## src/rtl/ccflag_channel.sv

```systemverilog
module ccflag_channel #(
  parameter int CW = 16
) (
  input  logic          clk,
  input  logic          rst_n,
  input  logic [CW-1:0] cnt,
  input  logic [CW-1:0] arr,
  input  logic [1:0]    cnt_mode,
  input  logic          ovf,
  input  logic          unf,
  input  logic          sig_in,
  input  logic          fall_sel,
  input  logic          in_mode,
  input  logic          ie,
  input  logic          reg_wr,
  input  logic [CW-1:0] reg_wdata,
  input  logic          reg_rd,
  input  logic          clr_wr,
  input  logic [1:0]    clr_data,
  output logic [CW-1:0] reg_q,
  output logic          flag,
  output logic          ovc_flag,
  output logic          irq
);

  localparam logic [1:0] MODE_DOWN = 2'd1;

  logic [2:0] sync_q;
  logic       edge_hit, cap, wrap_hit, match, set_ev, flag_clr, ovc_clr;

  always_ff @(posedge clk or negedge rst_n)
    if (!rst_n) sync_q <= '0;
    else        sync_q <= {sync_q[1:0], sig_in};

  assign edge_hit = fall_sel ? (sync_q[2] & ~sync_q[1]) : (sync_q[1] & ~sync_q[2]);
  assign cap      = in_mode & edge_hit;
  assign wrap_hit = (reg_q > arr) & ((cnt_mode == MODE_DOWN) ? unf : ovf);
  assign match    = ~in_mode & ((cnt == reg_q) | wrap_hit);
  assign set_ev   = cap | match;
  assign flag_clr = (clr_wr & ~clr_data[0]) | (in_mode & reg_rd);
  assign ovc_clr  = clr_wr & ~clr_data[1];

  always_ff @(posedge clk or negedge rst_n)
    if (!rst_n) begin
      reg_q    <= '0;
      flag     <= 1'b0;
      ovc_flag <= 1'b0;
    end else begin
      if (cap)                    reg_q <= cnt;
      else if (!in_mode && reg_wr) reg_q <= reg_wdata;

      if (set_ev)        flag <= 1'b1;
      else if (flag_clr) flag <= 1'b0;

      if (cap && flag)   ovc_flag <= 1'b1;
      else if (ovc_clr)  ovc_flag <= 1'b0;
    end

  assign irq = flag & ie;

  assert_capture_R2: assert property (@(posedge clk) disable iff (!rst_n)
    cap |=> (reg_q == $past(cnt)) && flag);

  assert_rd_ignored_out_R3: assert property (@(posedge clk) disable iff (!rst_n)
    (!in_mode && flag && !clr_wr) |=> flag);

  assert_ovc_input_only_R4: assert property (@(posedge clk) disable iff (!rst_n)
    (!in_mode && !ovc_flag) |=> !ovc_flag);

  assert_ovc_hold_R5: assert property (@(posedge clk) disable iff (!rst_n)
    (ovc_flag && !(clr_wr && !clr_data[1])) |=> ovc_flag);

  assert_set_wins_R8: assert property (@(posedge clk) disable iff (!rst_n)
    (set_ev && clr_wr) |=> flag);

  assert_irq_gate_R9: assert property (@(posedge clk) disable iff (!rst_n)
    !ie |-> !irq);

  assert_reg_hold_R10: assert property (@(posedge clk) disable iff (!rst_n)
    (in_mode && !cap) |=> $stable(reg_q));

endmodule

```

## config.mk

```make
export PLATFORM = sky130hd
export DESIGN_NAME = ccflag_channel
export DESIGN_NICKNAME = d
export VERILOG_FILES = /design/src/rtl/ccflag_channel.sv
export SDC_FILE = /design/constraint.sdc
export NUM_CORES = 1
export LEC_CHECK = 0
export CAP_MARGIN = 15
export CORE_MARGIN = 3
export CORE_UTILIZATION = 35
export DETAILED_ROUTE_END_ITERATION = 8
export DONT_BUFFER_PORTS = 1
export HOLD_SLACK_MARGIN = 0.05
export PLACE_DENSITY = 0.49
export SYNTH_ARGS = -nofsm -noshare
export SYNTH_HDL_FRONTEND = slang
export SYNTH_SLANG_ARGS = --single-unit
```

## constraint.sdc

```tcl
create_clock -name clk -period 1.68 [get_ports clk]
set_input_delay 0 -clock clk [delete_from_list [all_inputs] [get_ports clk]]
set_output_delay 0 -clock clk [all_outputs]
set_load 0.02 [all_outputs]
```

==> impl_results.md <==
- Outcome: complete, but fails checks
- Failing checks: negative setup slack
- CTS Buffer Depth: 2
- Sequential cell area: 536 µm²
- Initial Util: 36.6%
- Core area: 4060 µm²
- Diodes inserted: 0
- PnR worst setup slack: -0.0327 ns
- Cell mode on critical path: a21oi_1
- Fillers: 382
- GR Util met3: 6.25%
- Num rows: 23
- Initial drt markers: 60
- Pin count of the biggest net entering global routing: 22
- Clock skew: 0.00728 ns
- Hold Fails Final Rpt: 0
- WHS Path Cells: 5
- Critical Path RT: 1.83 ns
- Nets: 311
- Vert. Die Dim: 71.2 µm
- Mapped Nets: 249
- Seq cells post-synth: 21
- Commonest non-fill, non-tap cell in the layout: dlygate4sd3_1
- Sequential fraction of the synthesis area: 35.4%
- Post-Route Utilization: 54.1%
- CTS H-tree lvls: 1
- Leakage dissipation: 0.00103 µW
- First-pass GRT wire length: 7.32 mm
- Vias in the first global route: 1579
- DIE AREA: 5070 µm²
- Port bufs: 0
- GPL Wtd Cong: 0.753
- RSZ-0062 raised after global routing: yes
- TritonCTS Sinks: 21
- Initial antenna violation count: 0
- Yosys top cell by area: dfrtp_1
- CP peak stage delay: 0.43 ns
- Overall power: 1700 µW
- Total GRT Usage: 18.5%
- Synth Warn #: 0
- Maximum VDD drop: 598 µV
- Grt total ovfl: 0
- Final wirelength: 4.57 mm
- Vias/cell: 5.15
- Multi-input logic area: 918 µm²
- Fin crit share: 102%
- Worst-Margin Slew: 1.08 ns
- Hold Crit Class: in -> reg
- Post-Layout Cell Count: 281
- Crit path arrival time: 1.87 ns
- Library cells used by synthesis: 28
- Place WS: -0.110 ns
- Clk_lat worst skew: 0.27 ns
- Placed cells: 235
- Endpoint type of the worst setup path: register
- Fin. max-slew vios: 0
- Synth top area cells: dfrtp_1 35%, ha_1 13%, xnor2_1 9.4%
- Final setup fails: 1
- Most frequent cells in the layout: 38 x dlygate4sd3_1, 37 x nand2_1, 23 x buf_4
- Cells on worst reg2reg path: 6
- Max Clk Rate: 584 MHz
- Mapped Area: 1490 µm²
- Met1 global-route usage: 21.2%
- DIE WIDTH: 71.2 µm
- Rel. slew slack: 27.9%
- MaxCap Viol Count: 0
- Min cycle time layout: 1.71 ns
- Power per Cell Area: 774 nW/µm²
- Drt drc: 0
- Layout cells sized above 1: 19.5%
- Synthesis-to-layout area growth: 47.6%
- Slowest cell on the critical path: dfrtp_2
- CTS Root Cell: clkbuf_8
- GRT met2 Usage: 33.8%
- Post-DP HPWL: 3.29 mm
- Grt peak-use layer: met2
- Wire per inst: 16.3 µm
- Hold slack: 0.112 ns
- Clk pin slew, worst setup/hold paths: 0.09 ns
- Number of buffers created by CTS: 3
- Synthesized area per cell: 8.74 µm²
- WS Path Type: reg -> reg
- CTS tree: done
- Vias: 1448
- Final ANT Viol Nets: 0
- Top cell type's share of synthesized area: 35.4%
- Worst-path maximum fanout: 3
- CP Launch Type: register
- Crit-path cells: ha_4 > nand4_1 > nor4_4 > a21oi_1 > o32ai_1 > a21oi_1
- IO Pins: 82
- Drt first pass iters: 4
- Cells after synthesis: 170
==> per-stage QoR <==
step	TNS, ns	cell area (µm²)
after floorplan	0	1530
after global placement	-0.0780	1700
after detailed placement	-1.29	1700
after CTS	-0.0353	2160
after global routing	-0.107	2190
final	-0.0327	2190
==> Yosys cell counts <==
master    instances
clkbuf_1          1
nand3b_1          1
a211oi_1          1
mux2i_1           1
xnor2_1          16
buf_6             1
a22oi_1          15
a221o_1           2
ha_1             16
a21o_1            1
nand2b_1          1
buf_12            1
buf_2             2
nand2_1          37
nor3_1            1
or3b_1            1
nor4_1            2
inv_1            18
a21boi_2          1
and2_1            1
o32ai_1           1
nand3_1           2
a21oi_1           9
o21ai_0           5
nor2_1            4
nor2b_1           2
nand4_1           6
dfrtp_1          21
==> power breakdown <==
part / total, µW / internal, µW / switching, µW
combinational: 708 / 335 / 374
clock: 350 / 166 / 184
sequential: 641 / 580 / 60.9
==> per-layer routing <==
layer  vias to the layer above  wire length [µm]
met5                         -                 0
met4                         0                25
met3                         4               339
met2                        60              2300
met1                       674              1910
li1                        710                 -
==> critical path: cells and delay by family (launching register included) <==
kind | cells | cell delay [ns]
and+or+nand+nor | 2 | 0.49
adders and majority gates | 1 | 0.28
AOI/OAI and AO/OA | 3 | 0.39
DFF | 1 | 0.43
==> final timing paths <==
check	start	endpoint	slack [ns]
worst min register to register	sync_q[0]	sync_q[1]	0.37
min in group asynchronous	rst_n	reg_q[1]	0.37
worst min-delay path	cnt[5]	flag	0.11
worst max register to register	reg_q[11]	flag	-0.03
max in group asynchronous	rst_n	reg_q[11]	0.58
worst max-delay path	reg_q[11]	flag	-0.03
==> sequential cells by signal, indices dropped and copies added, names as in the netlist <==
| name | flops |
|---|---|
| reg_q | 16 |
| flag | 1 |
| ovc_flag | 1 |
| sync_q | 3 |
==> cell families after synthesis <==
logic type               after synthesis  share of synthesized area (%)
multiplexers                           1                          0.673
adder cells (fa/ha/maj)               16                           13.5
AO/OA/AOI/OAI                         35                           16.0
AND/OR/NAND/NOR                       58                           17.5
XOR/XNOR                              16                           9.43
flip-flops                            21                           35.4
buffers and inverters                 23                           7.58
==> cell type report <==
type	instances	share of cell area (%)
multi-input cells	126	41.8
repair buffers	62	25.7
clock buffers	3	1.88
flip-flops and latches	21	24.4
inverters	18	3.08
well taps	50	2.85
clock inverters	1	0.228
==> timing repair <==
item,CTS,global route
resized for setup,4,3
endpoints found under the setup margin,16,5
pin swaps,2,0
endpoints found under the hold margin,40,0
hold buffers,38,0
buffers inserted,1,3
Power figures use the tool's default switching activity.
